[src/rtl/longop_pkg.sv]
package longop_pkg;
  localparam int unsigned DEPTH_DEF  = 4;
  localparam int unsigned RIDX_W_DEF = 5;

  // slot-index width for a power-of-two depth, never below one bit
  function automatic int unsigned slot_bits(input int unsigned depth);
    return (depth < 2) ? 1 : $clog2(depth);
  endfunction
endpackage

[src/rtl/longop_ptrs.sv]
module longop_ptrs #(
  parameter int unsigned DEPTH = 4,
  localparam int unsigned SW   = longop_pkg::slot_bits(DEPTH)
) (
  input  logic        clk,
  input  logic        rst_n,
  input  logic        push,
  input  logic        pop,
  output logic [SW:0] wr_ptr,
  output logic [SW:0] rd_ptr,
  output logic        full,
  output logic        empty
);
  // wrap bit differs and slot bits agree: every slot is occupied
  function automatic logic ptrs_full(input logic [SW:0] w, input logic [SW:0] r);
    return (w[SW] != r[SW]) && (w[SW-1:0] == r[SW-1:0]);
  endfunction

  always_ff @(posedge clk or negedge rst_n) begin
    if (!rst_n) begin
      wr_ptr <= '0;
      rd_ptr <= '0;
    end else begin
      if (push) wr_ptr <= wr_ptr + 1'b1;
      if (pop)  rd_ptr <= rd_ptr + 1'b1;
    end
  end

  assign full  = ptrs_full(wr_ptr, rd_ptr);
  assign empty = (wr_ptr == rd_ptr);
endmodule

[src/rtl/longop_store.sv]
module longop_store #(
  parameter int unsigned DEPTH  = 4,
  parameter int unsigned RIDX_W = 5,
  localparam int unsigned SW    = longop_pkg::slot_bits(DEPTH)
) (
  input  logic                          clk,
  input  logic                          rst_n,
  input  logic                          push,
  input  logic [SW-1:0]                 wr_slot,
  input  logic                          in_rd_vld,
  input  logic [RIDX_W-1:0]             in_rd,
  input  logic                          pop,
  input  logic [SW-1:0]                 rd_slot,
  output logic [DEPTH-1:0]              ent_live,
  output logic [DEPTH-1:0]              ent_dst_live,
  output logic [DEPTH-1:0][RIDX_W-1:0]  ent_dst
);
  logic [DEPTH-1:0] dst_ok;

  for (genvar g = 0; g < DEPTH; g++) begin : g_slot
    logic sel_wr, sel_rd;
    assign sel_wr = push && (wr_slot == SW'(g));
    assign sel_rd = pop  && (rd_slot == SW'(g));

    always_ff @(posedge clk or negedge rst_n) begin
      if (!rst_n) begin
        ent_live[g] <= 1'b0;
        dst_ok[g]   <= 1'b0;
        ent_dst[g]  <= '0;
      end else if (sel_wr) begin
        ent_live[g] <= 1'b1;
        dst_ok[g]   <= in_rd_vld && (in_rd != '0);
        ent_dst[g]  <= in_rd;
      end else if (sel_rd) begin
        ent_live[g] <= 1'b0;
      end
    end

    assign ent_dst_live[g] = ent_live[g] && dst_ok[g];
  end
endmodule

[src/rtl/longop_hazard.sv]
module longop_hazard #(
  parameter int unsigned DEPTH  = 4,
  parameter int unsigned RIDX_W = 5
) (
  input  logic                          rs1_vld,
  input  logic [RIDX_W-1:0]             rs1,
  input  logic                          rs2_vld,
  input  logic [RIDX_W-1:0]             rs2,
  input  logic                          rd_vld,
  input  logic [RIDX_W-1:0]             rd,
  input  logic [DEPTH-1:0]              ent_dst_live,
  input  logic [DEPTH-1:0][RIDX_W-1:0]  ent_dst,
  output logic [DEPTH-1:0]              raw_hit,
  output logic [DEPTH-1:0]              waw_hit,
  output logic                          raw_any,
  output logic                          waw_any
);
  function automatic logic idx_hit(input logic pv, input logic [RIDX_W-1:0] pi,
                                   input logic ev, input logic [RIDX_W-1:0] ei);
    return pv && ev && (pi != '0) && (pi == ei);
  endfunction

  for (genvar g = 0; g < DEPTH; g++) begin : g_cmp
    assign raw_hit[g] = idx_hit(rs1_vld, rs1, ent_dst_live[g], ent_dst[g])
                     || idx_hit(rs2_vld, rs2, ent_dst_live[g], ent_dst[g]);
    assign waw_hit[g] = idx_hit(rd_vld, rd, ent_dst_live[g], ent_dst[g]);
  end

  assign raw_any = |raw_hit;
  assign waw_any = |waw_hit;
endmodule

[src/rtl/longop_tracker.sv]
module longop_tracker #(
  parameter int unsigned DEPTH  = longop_pkg::DEPTH_DEF,
  parameter int unsigned RIDX_W = longop_pkg::RIDX_W_DEF,
  localparam int unsigned SW    = longop_pkg::slot_bits(DEPTH)
) (
  input  logic              clk,
  input  logic              rst_n,
  input  logic              disp_valid,
  input  logic              disp_is_long,
  input  logic              disp_rd_vld,
  input  logic [RIDX_W-1:0] disp_rd,
  input  logic              disp_rs1_vld,
  input  logic [RIDX_W-1:0] disp_rs1,
  input  logic              disp_rs2_vld,
  input  logic [RIDX_W-1:0] disp_rs2,
  output logic              disp_ready,
  output logic [SW:0]       disp_tag,
  output logic              raw_hazard,
  output logic              waw_hazard,
  input  logic              ret_valid,
  input  logic [SW:0]       ret_tag,
  output logic              ret_tag_err,
  output logic              full,
  output logic              empty
);
  logic [SW:0]                 wr_ptr, rd_ptr;
  logic                        alloc_fire, retire_fire;
  logic [DEPTH-1:0]            ent_live, ent_dst_live;
  logic [DEPTH-1:0][RIDX_W-1:0] ent_dst;
  logic [DEPTH-1:0]            raw_hit, waw_hit;

  assign disp_ready  = !raw_hazard && !waw_hazard && !(disp_is_long && full);
  assign alloc_fire  = disp_valid && disp_ready && disp_is_long;
  assign retire_fire = ret_valid && !empty;
  assign ret_tag_err = retire_fire && (ret_tag != rd_ptr);
  assign disp_tag    = wr_ptr;

  longop_ptrs #(.DEPTH(DEPTH)) u_ptrs (
    .clk    (clk),
    .rst_n  (rst_n),
    .push   (alloc_fire),
    .pop    (retire_fire),
    .wr_ptr (wr_ptr),
    .rd_ptr (rd_ptr),
    .full   (full),
    .empty  (empty)
  );

  longop_store #(.DEPTH(DEPTH), .RIDX_W(RIDX_W)) u_store (
    .clk          (clk),
    .rst_n        (rst_n),
    .push         (alloc_fire),
    .wr_slot      (wr_ptr[SW-1:0]),
    .in_rd_vld    (disp_rd_vld),
    .in_rd        (disp_rd),
    .pop          (retire_fire),
    .rd_slot      (rd_ptr[SW-1:0]),
    .ent_live     (ent_live),
    .ent_dst_live (ent_dst_live),
    .ent_dst      (ent_dst)
  );

  longop_hazard #(.DEPTH(DEPTH), .RIDX_W(RIDX_W)) u_haz (
    .rs1_vld      (disp_rs1_vld),
    .rs1          (disp_rs1),
    .rs2_vld      (disp_rs2_vld),
    .rs2          (disp_rs2),
    .rd_vld       (disp_rd_vld),
    .rd           (disp_rd),
    .ent_dst_live (ent_dst_live),
    .ent_dst      (ent_dst),
    .raw_hit      (raw_hit),
    .waw_hit      (waw_hit),
    .raw_any      (raw_hazard),
    .waw_any      (waw_hazard)
  );
endmodule

[config.mk]
export PLATFORM = sky130hd
export DESIGN_NAME = longop_tracker
export DESIGN_NICKNAME = d
export VERILOG_FILES = /design/src/rtl/longop_pkg.sv /design/src/rtl/longop_ptrs.sv /design/src/rtl/longop_store.sv /design/src/rtl/longop_hazard.sv /design/src/rtl/longop_tracker.sv
export SDC_FILE = /design/constraint.sdc
export NUM_CORES = 1
export LEC_CHECK = 0
export ABC_CLOCK_PERIOD_IN_PS = 4800
export BUFFER_PORTS_ARGS = -buffer_cell sky130_fd_sc_hd__buf_2
export CAP_MARGIN = 40
export CELL_PAD_IN_SITES_DETAIL_PLACEMENT = 0
export CELL_PAD_IN_SITES_GLOBAL_PLACEMENT = 1
export CORE_MARGIN = 4
export CORE_UTILIZATION = 49
export DETAILED_ROUTE_END_ITERATION = 12
export GPL_TIMING_DRIVEN = 0
export PLACE_DENSITY = 0.89
export SYNTH_ARGS = -nofsm -noshare
export SYNTH_HDL_FRONTEND = slang
export SYNTH_SLANG_ARGS = --single-unit
[constraint.sdc]
create_clock -name clk -period 4.8 [get_ports clk]
set_input_delay 0.96 -clock clk [delete_from_list [all_inputs] [get_ports clk]]
set_output_delay 0.96 -clock clk [all_outputs]
set_load 0.02 [all_outputs]
Yosys cells after proc, flatten, opt, wreduce, memory -nomap -nowiden. Cells that the tools add are included.

$add $sub $neg: 2. Eq/ne operators: 22. Multiplexer cells: 8. Reductions and logical operators: 76.

Operator list (number): equality test 5 bit (12); logical AND 1 bit (57); nonzero test 5 bit (3); equality test 2 bit, second input constant (4); two-way mux 1 bit (8); nonzero test 2 bit (4); OR reduction 4 bit (2); adder 3 x 1 -> 3 bit, second input constant (2); equality test 2 x 1 -> 1 bit, second input constant (2); zero test 1 bit (4); zero test 2 bit (2); logical OR 1 bit (4); equality test 3 bit (1); inequality test 3 bit (1); equality test 2 bit (1); inequality test 1 bit (1).

Flip-flop bits (word level): 34. Bits of input ports: 26. Output and inout port bits: 9. Logic and storage cells: 122.

Logic depth before layout (Yosys ltp). Gate-level depths: netlist of run 1.

Depth in word-level cells: 13. Gate-level depth with buffers: 9. Mapped depth without buffers: 7.

By module. From an unflattened synthesis of run 1, not the netlist that was laid out.

Cells, all modules: 219. Area, all modules: 2258.4 um2.

By module, submodules not included: longop_store (times used 1, cells an instance 79, area an instance 1087.3 um2, seq. area each 700.7 um2); longop_hazard (times used 1, cells an instance 112, area an instance 832.0 um2, seq. area each 0.0 um2); longop_ptrs (times used 1, cells an instance 21, area an instance 279.0 um2, seq. area each 150.1 um2); longop_tracker (times used 1, cells an instance 7, area an instance 60.1 um2, seq. area each 0.0 um2).

Worst setup path before layout of run 1. OpenSTA, ideal clock, no wires.

Path type: input-to-output. From: in disp_rs2[3]. To: out disp_ready. Arrival: 2958 ps. Required time: 3840 ps. Path slack: 882 ps. Cell stages on the path: 8. Buffers on the path: 2. Path through: buf_2 > xnor2_1 > nand4_1 > nor3_1 > or4_1 > a222oi_1 > buf_4 > a21boi_0.

Word-level cells in the longest chain between the ends: 8. Elaborated cells on any way between the ends: 21. Those cells by class: eq/ne: 4; reduce/logical: 17.

RTL lines: from (decl) (line longop_tracker.sv:15) `input logic [RIDX_W-1:0] disp_rs2,`; nonzero test 5 bit (line longop_hazard.sv:20) `return pv && ev && (pi != '0) && (pi == ei);`; logical AND 1 bit (2 in series) (line longop_hazard.sv:20); logical OR 1 bit (line longop_hazard.sv:25) `|| idx_hit(rs2_vld, rs2, ent_dst_live[g], ent_dst[g]);`; OR reduction 4 bit (*) (line longop_hazard.sv:29) `assign raw_any = |raw_hit;`; zero test 1 bit (*) (line longop_tracker.sv:32) `assign disp_ready = !raw_hazard && !waw_hazard && !(disp_is_long && full);`; logical AND 1 bit (*) (2 in series) (line longop_tracker.sv:32); to (decl) (line longop_tracker.sv:16) `output logic disp_ready,`.

Mark *: on every way between the ends. The rest lies on a longest branch, timed or not.

Worst setup path in the final report of run 1.
From: in disp_rs2[4]. To: out disp_ready.

The elaborated chain is that of the path after synthesis.

==> run summary, run 1 <==
Summed over all layers, the global routing overflow is 0. The H-tree generated during clock tree synthesis spans 2 levels. The mux share of post-synthesis cell area was 0.1558; the detailed placement HPWL was 3772 microns. Counting along the longest clock path gives a buffer depth of 2. The final critical-path required period is 3.985 ns, and the number of buffers added by the clock tree synthesis step is 5. The run gives 4 as the total iterations of the first detailed-routing run.

The switching part of the total power was 0.3848; the number of sinks handled by clock tree synthesis was 34. The post-route fraction of the period consumed by the critical path works out to 0.8302. The fraction of layout cells with a size suffix above 1 works out to 0.2925.

The run gives 0.4728 as the relative slew slack. Routability-driven placement finished with a final weighted congestion of 0.8496. The fraction of synthesized cell area taken by the top area cell type was 0.3462.

From left edge to right edge, the die measures 78.82 microns. The remaining number of nets flagged by the antenna check after routing was 0; the count of max-cap constraint violations was 0. The final-report hold violation count was 0; the cell-internal power was 1.039 mW. The via count normalized by instance count is 5.213, and the sequential cell area in the final layout is 850.8 sq um.

The synthesized netlist cell count is 226. For the switching power of the nets, the log shows 0.6500 mW. The largest area contributor in the synthesized netlist is sky130_fd_sc_hd__dfrtp_1.

The flow ran to the end, and the final reports show no timing, DRC or antenna violations. The run gives 0.3462 as the share of synthesized area occupied by flip-flops and latches. The share of synthesized cell area in full adder, half adder and majority cells was 0.04073; the post-CTS clock slew at the launch and capture registers of the worst setup and hold paths was 0.07 ns.

The post-CTS setup buffer count is 0. The logs give 430 for the count of filler cells inserted in the layout and 0.147 for the clock network power share. Startpoint type of the worst setup path: an input pin. For the number of antenna violations at the first check in global routing, the log shows 0. The number of warning messages in the yosys log was 0; the setup total negative slack was 0 ns. The critical path in this run is classified as input pin to output pin. STA puts the critical path data required time at 3.84 ns. Setup repair after global routing left no endpoint under its margin. For the combinational power share, the log shows 0.471. In the final design database the tool counted 286 nets. TritonCTS built the clock tree. For the final max-slew violation count, the log shows 0.

STA classifies the critical path endpoint as an output pin. In the final routed layout, each cell accounts on average for 16.35 microns. Latest clock arrival within the worst-skew pair: 0.29 ns. Measured in cells, the most critical reg-to-reg path has a length of 8.

The run gives 0.5135 as the initial cell density of the core. The worst hold path was traced through 2 stages. The post-layout utilization of the core was 0.5739; the count of endpoints failing setup in the final report was 0. The die is 78.82 microns tall.

The tools report the combined global-route utilization of all metal layers as 0.1829. The total inserted antenna cells came out at 0. The via count of the first global-routing pass is 1665. The average instance in the mapped netlist occupies 10.87 sq um. The total area inside the core boundary comes to 0.004786 sq mm.

Along the worst path, the maximum fanout reaches 6. The post-synthesis to final-layout area growth is 11.76%, and the register share of total power is 0.382. The largest net degree at the start of global routing was 35; the violation count after the first detailed-routing iteration was 106. During placement, the flow inserted port buffers numbering 19.

After synthesis, the largest family of logic cells by area is XOR/XNOR gates. Ranked by total cell area, the synthesized netlist is headed by sky130_fd_sc_hd__dfrtp_1, sky130_fd_sc_hd__xnor2_1, sky130_fd_sc_hd__mux2_4. The total number of placement rows came out at 25. Gates resized during post-CTS repair numbered 0.

The number of distinct library cells after synthesis was 24. In the final layout, the multi-input gates occupy 0.001486 sq mm. The transition at the pin with the smallest max-transition slack is 0.7909 ns. The number of hold-repair buffers added at the cts stage is 0. The compound-cell area share of the yosys netlist was 0.02648.

Synthesis produced a netlist with a net count of 260. Across all layers, the routed design uses 1668 vias. The analysis attributes to cell leakage a power of 1.233 nW. Synthesis inferred 34 register bits. In this run the clock root is driven by a sky130_fd_sc_hd__clkbuf_8.

The clock arrives with 0.006244 ns of skew. Static timing analysis puts the maximum clock frequency at 0.2509 GHz. In the routed design, unresolved DRC markers number 0. 35 I/O pins were placed. The simple-gate share of the synthesized area is 0.1324.

Xor-xnor portion of the synthesized cell area: 0.2495. The peak ir drop on the vdd network is 0.3082 mV. In this run the worst hold path is classified as register to register. Wires add up to 5231 microns.

The floorplan step defined a die boundary enclosing 0.006212 sq mm. Data arrives at the worst endpoint at 3.02 ns. Power spread over the standard cell area amounts to 615.1 mW/mm^2. First-pass GRT wire length: 8694 microns. The cell area that synthesis handed to floorplanning was 0.002457 sq mm.
-- sequential cells by signal, indices dropped and copies added (netlist names) --
signal            flops
u_ptrs.wr_ptr         3
u_store.ent_dst      20
u_ptrs.rd_ptr         3
u_store.dst_ok        4
u_store.ent_live      4
-- power groups by stage --
stage	logic (mW)	registers [mW]	clock network, mW
after floorplan	0.666	0.611	0
after global placement	0.781	0.644	0
after detailed placement	0.799	0.649	0
after CTS	0.804	0.644	0.255
after global routing	0.884	0.667	0.267
final	0.796	0.645	0.249
-- synth_stat cells --
| library cell | instances |
|---|---|
| sky130_fd_sc_hd__xnor2_1 | 58 |
| sky130_fd_sc_hd__dfrtp_1 | 34 |
| sky130_fd_sc_hd__mux2_4 | 24 |
| sky130_fd_sc_hd__buf_2 | 15 |
| sky130_fd_sc_hd__nand2_1 | 13 |
| sky130_fd_sc_hd__nand4_1 | 12 |
| sky130_fd_sc_hd__nor3_1 | 12 |
| sky130_fd_sc_hd__xor2_1 | 12 |
| sky130_fd_sc_hd__inv_1 | 10 |
| sky130_fd_sc_hd__ha_1 | 8 |
| sky130_fd_sc_hd__or4_1 | 6 |
| sky130_fd_sc_hd__o21ai_0 | 5 |
| sky130_fd_sc_hd__nand3_4 | 4 |
| sky130_fd_sc_hd__mux2_2 | 2 |
| sky130_fd_sc_hd__nand3_1 | 2 |
| sky130_fd_sc_hd__a21boi_0 | 1 |
| sky130_fd_sc_hd__a222oi_1 | 1 |
| sky130_fd_sc_hd__a22o_1 | 1 |
| sky130_fd_sc_hd__a31oi_1 | 1 |
| sky130_fd_sc_hd__and2_1 | 1 |
| sky130_fd_sc_hd__buf_4 | 1 |
| sky130_fd_sc_hd__nor2_1 | 1 |
| sky130_fd_sc_hd__nor2_2 | 1 |
| sky130_fd_sc_hd__o21a_1 | 1 |
-- path summary, 6_finish.rpt --
check                                    start             endpoint  slack (ns)
max                                disp_rs2[4]           disp_ready        0.82
min                        u_store.ent_live[3]  u_store.ent_live[3]        0.49
max reg2reg                u_store.ent_dst[19]    u_store.dst_ok[3]        2.15
min reg2reg                u_store.ent_live[3]  u_store.ent_live[3]        0.49
max in group asynchronous                rst_n    u_store.dst_ok[2]        3.55
min in group asynchronous                rst_n  u_store.ent_dst[16]        0.75
-- critical path, cell delays in order --
cell                       delay, ns
sky130_fd_sc_hd__buf_2          0.15
sky130_fd_sc_hd__xnor2_1        0.14
sky130_fd_sc_hd__nand4_1        0.11
sky130_fd_sc_hd__nor3_1         0.06
sky130_fd_sc_hd__or4_1          0.53
sky130_fd_sc_hd__a222oi_1       0.42
sky130_fd_sc_hd__buf_4          0.27
sky130_fd_sc_hd__a21boi_0       0.19
sky130_fd_sc_hd__buf_2          0.19
-- area by class of cell --
type                    instances  area share
multi-input cells             166      0.5412
flip-flops and latches         34      0.3098
clock buffers                   8     0.04009
repair buffers                 19     0.03462
well taps                      67     0.03052
plain buffers                  16     0.03007
inverters                      10     0.01367
-- metal layers --
metal  global-route usage  vias to the layer above  share of wire
met1               0.2495                      788           0.47
met5                    0                        -              0
li1                     -                      812              -
met2               0.2827                       60           0.44
met4              0.07045                        0          0.020
met3              0.04195                        8          0.066
-- cell families after synthesis --
group	Yosys count
buffers and inverters	26
xor gates and xnor gates	70
adders and majority gates	8
AOI/OAI and AO/OA	10
and+or+nand+nor	52
DFF	34
muxes	26
-- per-stage QoR --
stage	instances	power [mW]	setup WS [ns]	area [sq um]	hold slack, ns
2_1_floorplan	226	1.277	0.8822	2457	0.4473
3_3_place_gp	312	1.425	0.8285	2636	0.4678
3_5_place_dp	312	1.448	0.8663	2636	0.4718
4_1_cts	320	1.703	0.8491	2746	0.4883
5_1_grt	320	1.817	0.7160	2746	0.5089
6_report	320	1.689	0.8150	2746	0.4927
-- cell usage in the layout, fill, tap and decap left out, types with 6 or more instances in the layout --
| master | synthesis | layout |
|---|---|---|
| sky130_fd_sc_hd__ha_1 | 8 | 8 |
| sky130_fd_sc_hd__nand2_1 | 13 | 13 |
| sky130_fd_sc_hd__xor2_1 | 12 | 12 |
| sky130_fd_sc_hd__xnor2_1 | 58 | 58 |
| sky130_fd_sc_hd__inv_1 | 10 | 10 |
| sky130_fd_sc_hd__nor3_1 | 12 | 12 |
| sky130_fd_sc_hd__clkbuf_8 | 0 | 8 |
| sky130_fd_sc_hd__buf_2 | 15 | 34 |
| sky130_fd_sc_hd__or4_1 | 6 | 6 |
| sky130_fd_sc_hd__nand4_1 | 12 | 12 |
| sky130_fd_sc_hd__dfrtp_1 | 34 | 34 |
| sky130_fd_sc_hd__mux2_4 | 24 | 24 |
(Power assumes the default switching activity.)
==> run 2: changes to the inputs <==
--- a/config.mk
+++ b/config.mk
@@ -5,16 +5,16 @@
 export SDC_FILE = /design/constraint.sdc
 export NUM_CORES = 1
 export LEC_CHECK = 0
-export ABC_CLOCK_PERIOD_IN_PS = 4800
+export ABC_CLOCK_PERIOD_IN_PS = 3430
 export BUFFER_PORTS_ARGS = -buffer_cell sky130_fd_sc_hd__buf_2
 export CAP_MARGIN = 40
 export CELL_PAD_IN_SITES_DETAIL_PLACEMENT = 0
 export CELL_PAD_IN_SITES_GLOBAL_PLACEMENT = 1
 export CORE_MARGIN = 4
-export CORE_UTILIZATION = 49
+export CORE_UTILIZATION = 41
 export DETAILED_ROUTE_END_ITERATION = 12
 export GPL_TIMING_DRIVEN = 0
-export PLACE_DENSITY = 0.89
+export PLACE_DENSITY = 0.8
 export SYNTH_ARGS = -nofsm -noshare
 export SYNTH_HDL_FRONTEND = slang
 export SYNTH_SLANG_ARGS = --single-unit
==> constraint.sdc (replaced) <==
create_clock -name clk -period 3.43 [get_ports clk]
set_input_delay 0.686 -clock clk [delete_from_list [all_inputs] [get_ports clk]]
set_output_delay 0.686 -clock clk [all_outputs]
set_load 0.02 [all_outputs]
==> run summary, run 2 (same netlist as run 1, synthesis figures left out) <==
Core region area: 0.005675 sq mm (was 0.004786 sq mm). The total inserted antenna cells is 0 (unchanged), and the number of sinks handled by clock tree synthesis is 34 (unchanged). The global route total overflow was 0 (unchanged); the die boundary height was 85.42 microns (was 78.82 microns). Transition at the pin with the smallest max-transition slack: 0.7663 ns (was 0.7909 ns). Registers with the highest flip-flop counts: u_store.ent_dst (20), u_store.dst_ok (4), u_store.ent_live (4) (unchanged). The via count of the first global-routing pass is 1681 (was 1665), and the remaining number of nets flagged by the antenna check after routing is 0 (unchanged). The number of buffers between clock root and the deepest sink is 2 (unchanged).

For the number of buffers added by the clock tree synthesis step, the log shows 5 (unchanged). TritonCTS built the clock tree. The run finished with clean final reports. The most numerous cell on the critical path was sky130_fd_sc_hd__buf_4 (was sky130_fd_sc_hd__buf_2).

Cells along the critical path: buf_4, xnor2_2, nand4_1, nor3_2, or4_4, a222oi_1, buf_4, a21boi_2, buf_4 (was buf_2, xnor2_1, nand4_1, nor3_1, or4_1, a222oi_1, buf_4, a21boi_0, buf_2). The final max-slew violation count was 0 (unchanged); the combined global-route utilization of all metal layers was 0.1586 (was 0.1829). The post-synthesis to final-layout area growth came out at 15.94% (was 11.76%).

The highest achievable clock rate was 0.2976 GHz; the post-route worst hold slack was 0.4613 ns (was 0.4927 ns). The cell-internal power was 1.431 mW (was 1.039 mW); the width of the chip was 85.42 microns (was 78.82 microns). Type of the tightest min-delay check: input pin to asynchronous set/reset pin (was register to register).

The tools report the data required time of the critical path as 2.74 ns (was 3.84 ns). The startpoint of the most critical setup path was disp_rs2[1] (was disp_rs2[4]). The largest register by flop count is u_store.ent_dst (unchanged).

The critical path class was input pin to output pin (unchanged). The tools report the leakage component of the power as 1.266 nW (was 1.233 nW). The run gives 0 (unchanged) as the final-report hold violation count. The routed via count was 1663 (was 1668); the combinational power share was 0.495 (was 0.471). For the detailed placement HPWL, the log shows 4013 microns (was 3772 microns). The largest net degree at the start of global routing came out at 35 (unchanged). The number of input and output port buffers inserted is 19 (unchanged), and the logic depth of the worst register-to-register path is 9 (was 8). The tools report the first-pass GRT wire length as 8983 microns (was 8694 microns).

For the count of filler cells inserted in the layout, the log shows 533 (was 430). The run gives 62 (was 106) as the violation count after the first detailed-routing iteration. Peak ir drop on the vdd network: 0.4826 mV (was 0.3082 mV).

The non-filler instance count after layout is 325 (was 320), and the final worst-path setup slack is 0.07031 ns (was 0.8150 ns). The biggest fanout along the worst timing path works out to 5 (was 6). The logs give 0 (unchanged) for the number of hold-repair buffers added at the cts stage and 0.8430 (was 0.8496) for the weighted congestion at the end of routability-driven global placement.

The run gives 0.9328 mW (was 0.6500 mW) as the switching power of the nets. The cell at the root of the clock tree was sky130_fd_sc_hd__clkbuf_8 (unchanged). The post-CTS clock slew at the launch and capture registers of the worst setup and hold paths is 0.07 ns (about the same), and the initial cell density of the core is 0.4330 (was 0.5135).

For the total number of placement rows, the log shows 27 (was 25). The number of antenna violations at the first check in global routing was 0 (unchanged). The startpoint of the worst-slack reg-to-reg timing path was u_store.ent_dst[14] (was u_store.ent_dst[19]). The post-detailed-placement cell area is 0.002643 sq mm (was 0.002636 sq mm), and the die footprint is 0.007297 sq mm (was 0.006212 sq mm).

The post-layout utilization of the core was 0.5020 (was 0.5739). The tools report the endpoint of the most critical register-to-register path as u_store.dst_ok[3] (unchanged). The number of nets in the finished design is 287 (was 286), and the residual DRC count is 0 (unchanged). For the reg-to-reg setup timing slack, the log shows 0.55 ns (was 2.15 ns). The I/O pin total is 35 (unchanged), and the worst slack at placement is -0.07541 ns (was 0.8663 ns). Delay of the slowest cell on the worst path: 0.52 ns (was 0.53 ns). Most frequent cells in the layout: sky130_fd_sc_hd__xnor2_1, sky130_fd_sc_hd__dfrtp_1, sky130_fd_sc_hd__mux2_4 (was sky130_fd_sc_hd__xnor2_1, sky130_fd_sc_hd__buf_2, sky130_fd_sc_hd__dfrtp_1). The count of endpoints failing setup in the final report was 0 (unchanged); the post-route cell area was 0.002849 sq mm (was 0.002746 sq mm). Depth of the CTS H-tree: 2 (unchanged).

Startpoint type of the worst setup path: an input pin (unchanged). Post-placement cell count: 317 (was 312). The setup total negative slack is 0 ns (unchanged). The flip-flop count of the largest register, all copies and words added is 20 (unchanged). The post-route fraction of the period consumed by the critical path is 0.9795, and the via count normalized by instance count is 5.117 (was 5.213). The clock network power share is 0.120 (was 0.147), and the worst clock skew is 0.009016 ns (was 0.006244 ns). The count of max-cap constraint violations came out at 0 (unchanged).

Setup repair after global routing left no endpoint under its margin. The final total power is 2.364 mW (was 1.689 mW), and the fraction of layout cells with a size suffix above 1 is 0.3241 (was 0.2925). The total wire length after detailed routing was 5504 microns (was 5231 microns). Type of destination of the critical path: an output pin (unchanged). The clock period could shrink to 3.360 ns. The buffers plus inverters on the worst setup path was 3 (unchanged). The relative slew slack was 0.4891 (was 0.4728). The latest clock arrival within the worst-skew pair was 0.29 ns (about the same).

The tools report the register share of total power as 0.384 (was 0.382). The switching part of the total power was 0.3946 (was 0.3848); the power density over the cells was 829.7 mW/mm^2 (was 615.1 mW/mm^2). Most frequent standard cell in the layout excluding fill and tap cells: sky130_fd_sc_hd__xnor2_1 (unchanged).

The wire length per cell was 16.94 microns (was 16.35 microns); the data arrival time of the critical path was 2.67 ns (was 3.02 ns). Cell type of the slowest stage on the worst timing path: sky130_fd_sc_hd__a222oi_1 (was sky130_fd_sc_hd__or4_1). The cell family contributing the most delay on the critical path was compound AO/OA/AOI/OAI gates (was simple AND/OR/NAND/NOR gates). The total iterations of the first detailed-routing run is 4 (unchanged).
[run 2: cell count changes in the layout (fill, tap and decap cells not counted), moves of 3 or more]
cell,delta
sky130_fd_sc_hd__xnor2_1,-5
sky130_fd_sc_hd__buf_6,+7
sky130_fd_sc_hd__buf_4,+8
sky130_fd_sc_hd__buf_2,-15
sky130_fd_sc_hd__xnor2_2,+5
sky130_fd_sc_hd__clkbuf_8,-3
[run 2: how the worst max path moves through the flow]
stage / end / slack (ns) / cells after the start
global placement: disp_ready / 0.005 / 9
finish: disp_ready / 0.07 / 9
CTS: disp_ready / 0.03 / 9
global route: disp_ready / 0.003 / 8
detailed placement: disp_ready / -0.08 / 9
floorplan: disp_ready / 0.06 / 8
[run 2: power by group through the flow]
stage | Sequential [mW] | Combinational, mW | Clock (mW)
6_report | 0.909 | 1.17 | 0.285
5_1_grt | 0.944 | 1.28 | 0.304
4_1_cts | 0.905 | 1.14 | 0.291
3_5_place_dp | 0.913 | 1.13 | 0
3_3_place_gp | 0.900 | 1.10 | 0
2_1_floorplan | 0.855 | 0.932 | 0
[run 2: layer usage]
layer / GRT usage / part of all wire / up-vias
li1: - / - / 807
met1: 0.2193 / 0.50 / 811
met2: 0.2458 / 0.44 / 39
met3: 0.03883 / 0.046 / 6
met4: 0.04460 / 0.011 / 0
met5: 0 / 0 / -
[run 2: what timing repair did]
item	4_1_cts	5_1_grt
pin swaps	1	10
endpoints found under the hold margin	0	0
cloned	0	0
endpoints found under the setup margin	1	1
buffers inserted	1	0
gates resized for setup	1	46
[run 2: cell type report]
| type | count | area (sq um) | area share |
|---|---|---|---|
| sequential | 34 | 850.8 | 0.2986 |
| clock buffer | 7 | 76.32 | 0.02679 |
| inverter | 10 | 37.54 | 0.01318 |
| multi-input combinational | 166 | 1545 | 0.5424 |
| timing repair buffer | 20 | 105.1 | 0.03689 |
| tap | 72 | 90.09 | 0.03162 |
| buffer | 16 | 143.9 | 0.05051 |
==> run 3: changes to the inputs <==
--- a/config.mk
+++ b/config.mk
@@ -15,6 +15,7 @@
 export DETAILED_ROUTE_END_ITERATION = 12
 export GPL_TIMING_DRIVEN = 0
 export PLACE_DENSITY = 0.8
+export REMOVE_ABC_BUFFERS = 1
 export SYNTH_ARGS = -nofsm -noshare
 export SYNTH_HDL_FRONTEND = slang
 export SYNTH_SLANG_ARGS = --single-unit
==> run summary, run 3 (same netlist as run 1, synthesis figures left out) <==
Most frequent standard cell in the layout excluding fill and tap cells: sky130_fd_sc_hd__xnor2_1 (unchanged). The flow ran to the end, and the final reports show no timing, DRC or antenna violations. The final critical-path required period is 3.311 ns (was 3.360 ns), and the final-report hold violation count is 0 (unchanged). The number of buffers between clock root and the deepest sink came out at 2 (unchanged).

Total wire length after detailed routing: 5584 microns (was 5504 microns). The post-route fraction of the period consumed by the critical path works out to 0.9652 (was 0.9795). The top routing layer in use is met4 (unchanged).

The via count normalized by instance count was 5.166 (was 5.117). The post-CTS clock slew at the launch and capture registers of the worst setup and hold paths was 0.08 ns (was 0.07 ns). Transition at the pin with the smallest max-transition slack: 0.7812 ns (was 0.7663 ns). The run gives 2585 microns (was 2755 microns) as the length of routed wiring on met1. The I/O pin total was 35 (unchanged). The via count of the first global-routing pass was 1748 (was 1681); the data arrival time of the critical path was 2.62 ns (was 2.67 ns). The run gives 2522 microns (was 2438 microns) as the routed wire length on met2.

Post-synthesis to final-layout area growth: 11.56% (was 15.94%). The run gives 1684 (was 1663) as the routed via count. The critical path class is input pin to output pin (unchanged). TritonCTS built the clock tree. The die boundary height is 85.42 microns (unchanged). The tools report the remaining number of nets flagged by the antenna check after routing as 0 (unchanged). The number of sinks handled by clock tree synthesis came out at 34 (unchanged). The post-cts sizing count is 0 (was 1), and the latest clock arrival within the worst-skew pair is 0.29 ns (about the same). The tools report the relative slew slack as 0.4792 (was 0.4891). The biggest fanout along the worst timing path is 5 (unchanged), and the power density over the cells is 855.6 mW/mm^2 (was 829.7 mW/mm^2).

Setup repair after global routing left no endpoint under its margin. The count of endpoints failing setup in the final report is 0 (unchanged). The wire length per cell was 17.13 microns (was 16.94 microns). The run gives 5 (unchanged) as the number of buffers added by the clock tree synthesis step. The die footprint is 0.007297 sq mm (unchanged).

Startpoint type of the worst setup path: an input pin (unchanged). The width of the chip is 85.42 microns (unchanged), and the data required time of the critical path is 2.74 ns (about the same). The run gives 0.4330 (unchanged) as the initial cell density of the core.

Cell at the root of the clock tree: sky130_fd_sc_hd__clkbuf_8 (unchanged). The run gives 0.8565 (was 0.8430) as the weighted congestion at the end of routability-driven global placement. The post-layout utilization of the core is 0.4830 (was 0.5020), and the number of nets in the finished design is 287 (unchanged).

The tools report the type of destination of the critical path as an output pin (unchanged). The run gives 556 (was 533) as the count of filler cells inserted in the layout. The number of input and output port buffers inserted is 34 (was 19), and the total number of placement rows is 27 (unchanged).

The tools report the final max-slew violation count as 0 (unchanged). The type of the tightest min-delay check is input pin to asynchronous set/reset pin (unchanged). The tools report the worst clock skew as 0.01119 ns (was 0.009016 ns). Highest achievable clock rate: 0.3021 GHz (was 0.2976 GHz). Registers with the highest flip-flop counts: u_store.ent_dst (20), u_store.dst_ok (4), u_store.ent_live (4) (unchanged). The leakage component of the power came out at 1.228 nW (was 1.266 nW).

For the met3 routed wirelength, the log shows 374 microns (was 251 microns). The largest net degree at the start of global routing was 35 (unchanged); the first-pass GRT wire length was 9266 microns (was 8983 microns). The tools report the detailed placement HPWL as 4108 microns (was 4013 microns). The total iterations of the first detailed-routing run is 4 (unchanged), and the total inserted antenna cells is 0 (unchanged).

The tools report the depth of the CTS H-tree as 2 (unchanged). The fraction of layout cells with a size suffix above 1 was 0.2913 (was 0.3241); the count of max-cap constraint violations was 0 (unchanged). For the core region area, the log shows 0.005675 sq mm (unchanged).

Number of antenna violations at the first check in global routing: 0 (unchanged). The run gives 74 (was 62) as the violation count after the first detailed-routing iteration. The peak ir drop on the vdd network was 0.4979 mV (was 0.4826 mV); the reg-to-reg setup timing slack was 0.75 ns (was 0.55 ns).

For the residual DRC count, the log shows 0 (unchanged). The combined global-route utilization of all metal layers is 0.1652 (was 0.1586). Most frequent cells in the layout: sky130_fd_sc_hd__xnor2_1, sky130_fd_sc_hd__buf_2, sky130_fd_sc_hd__dfrtp_1 (was sky130_fd_sc_hd__xnor2_1, sky130_fd_sc_hd__dfrtp_1, sky130_fd_sc_hd__mux2_4). The global route total overflow is 0 (unchanged), and the flip-flop count of the largest register, all copies and words added is 20 (unchanged). The largest register by flop count is u_store.ent_dst (unchanged). For the post-route worst hold slack, the log shows 0.4666 ns (was 0.4613 ns).
[run 3: cell count changes in the layout (fill, tap and decap cells not counted), moves of 2 or more]
cell                      delta
sky130_fd_sc_hd__nor3_2      -2
sky130_fd_sc_hd__or4_4       -2
sky130_fd_sc_hd__xnor2_1     +5
sky130_fd_sc_hd__nor3_1      +2
sky130_fd_sc_hd__buf_4       -7
sky130_fd_sc_hd__or4_1       +2
sky130_fd_sc_hd__buf_6       -7
sky130_fd_sc_hd__xnor2_2     -5
sky130_fd_sc_hd__buf_2      +15
[run 3: cell type report]
cell class                 instances  area (sq um)  share of cell area
multi-input combinational        166          1486              0.5422
sequential                        34         850.8              0.3104
tap                               72         90.09             0.03286
clock buffer                       7         86.33             0.03149
clock inverter                     1         5.005            0.001826
inverter                          10         37.54             0.01369
timing repair buffer              36         185.2             0.06755
[run 3: routing by layer]
layer  vias to the layer above  track usage
met4                         0      0.06763
met2                        59       0.2507
li1                        809            -
met1                       807       0.2268
met3                         9      0.03592
met5                         -            0
[run 3: where the power goes]
part | switching (mW) | leakage [nW] | internal [mW]
clock | 0.150 | 0.0482 | 0.162
combinational | 0.481 | 0.770 | 0.651
sequential | 0.296 | 0.409 | 0.605
[run 3: per-stage QoR]
stage,area [sq um],cells,TNS (ns),power [mW],setup WS [ns]
floorplan,2375,210,-0.4450,1.763,-0.4450
global route,2741,326,0,2.527,0.01276
CTS,2741,326,0,2.377,0.1317
global placement,2635,316,-16.23,1.997,-0.7831
finish,2741,326,0,2.345,0.1193
detailed placement,2640,317,-1.796,2.045,-0.4991
[run 3: critical path: stages]
cell and delay (ns):
sky130_fd_sc_hd__buf_2 0.16, sky130_fd_sc_hd__xnor2_1 0.14, sky130_fd_sc_hd__nand4_1 0.10, sky130_fd_sc_hd__nor3_1 0.06, sky130_fd_sc_hd__or4_1 0.53, sky130_fd_sc_hd__a222oi_1 0.36
sky130_fd_sc_hd__buf_4 0.23, sky130_fd_sc_hd__a21boi_0 0.17, sky130_fd_sc_hd__buf_2 0.18
[run 3: worst paths after layout]
kind | start | end | depth (start not counted)
min reg2reg | u_store.ent_live[3] | u_store.ent_live[3] | 2
max | disp_rs2[1] | disp_ready | 9
max in group asynchronous | rst_n | u_store.ent_dst[18] | 1
max reg2reg | u_store.ent_dst[7] | u_store.ent_dst[13] | 9
min | rst_n | u_store.ent_dst[10] | 1
min in group clk | u_store.ent_live[3] | u_store.ent_live[3] | 2
[run 3: timing repair]
item,in CTS,in global routing
hold buffers,0,0
endpoints found under the hold margin,0,0
setup endpoints to repair,1,0
buffers inserted,2,0
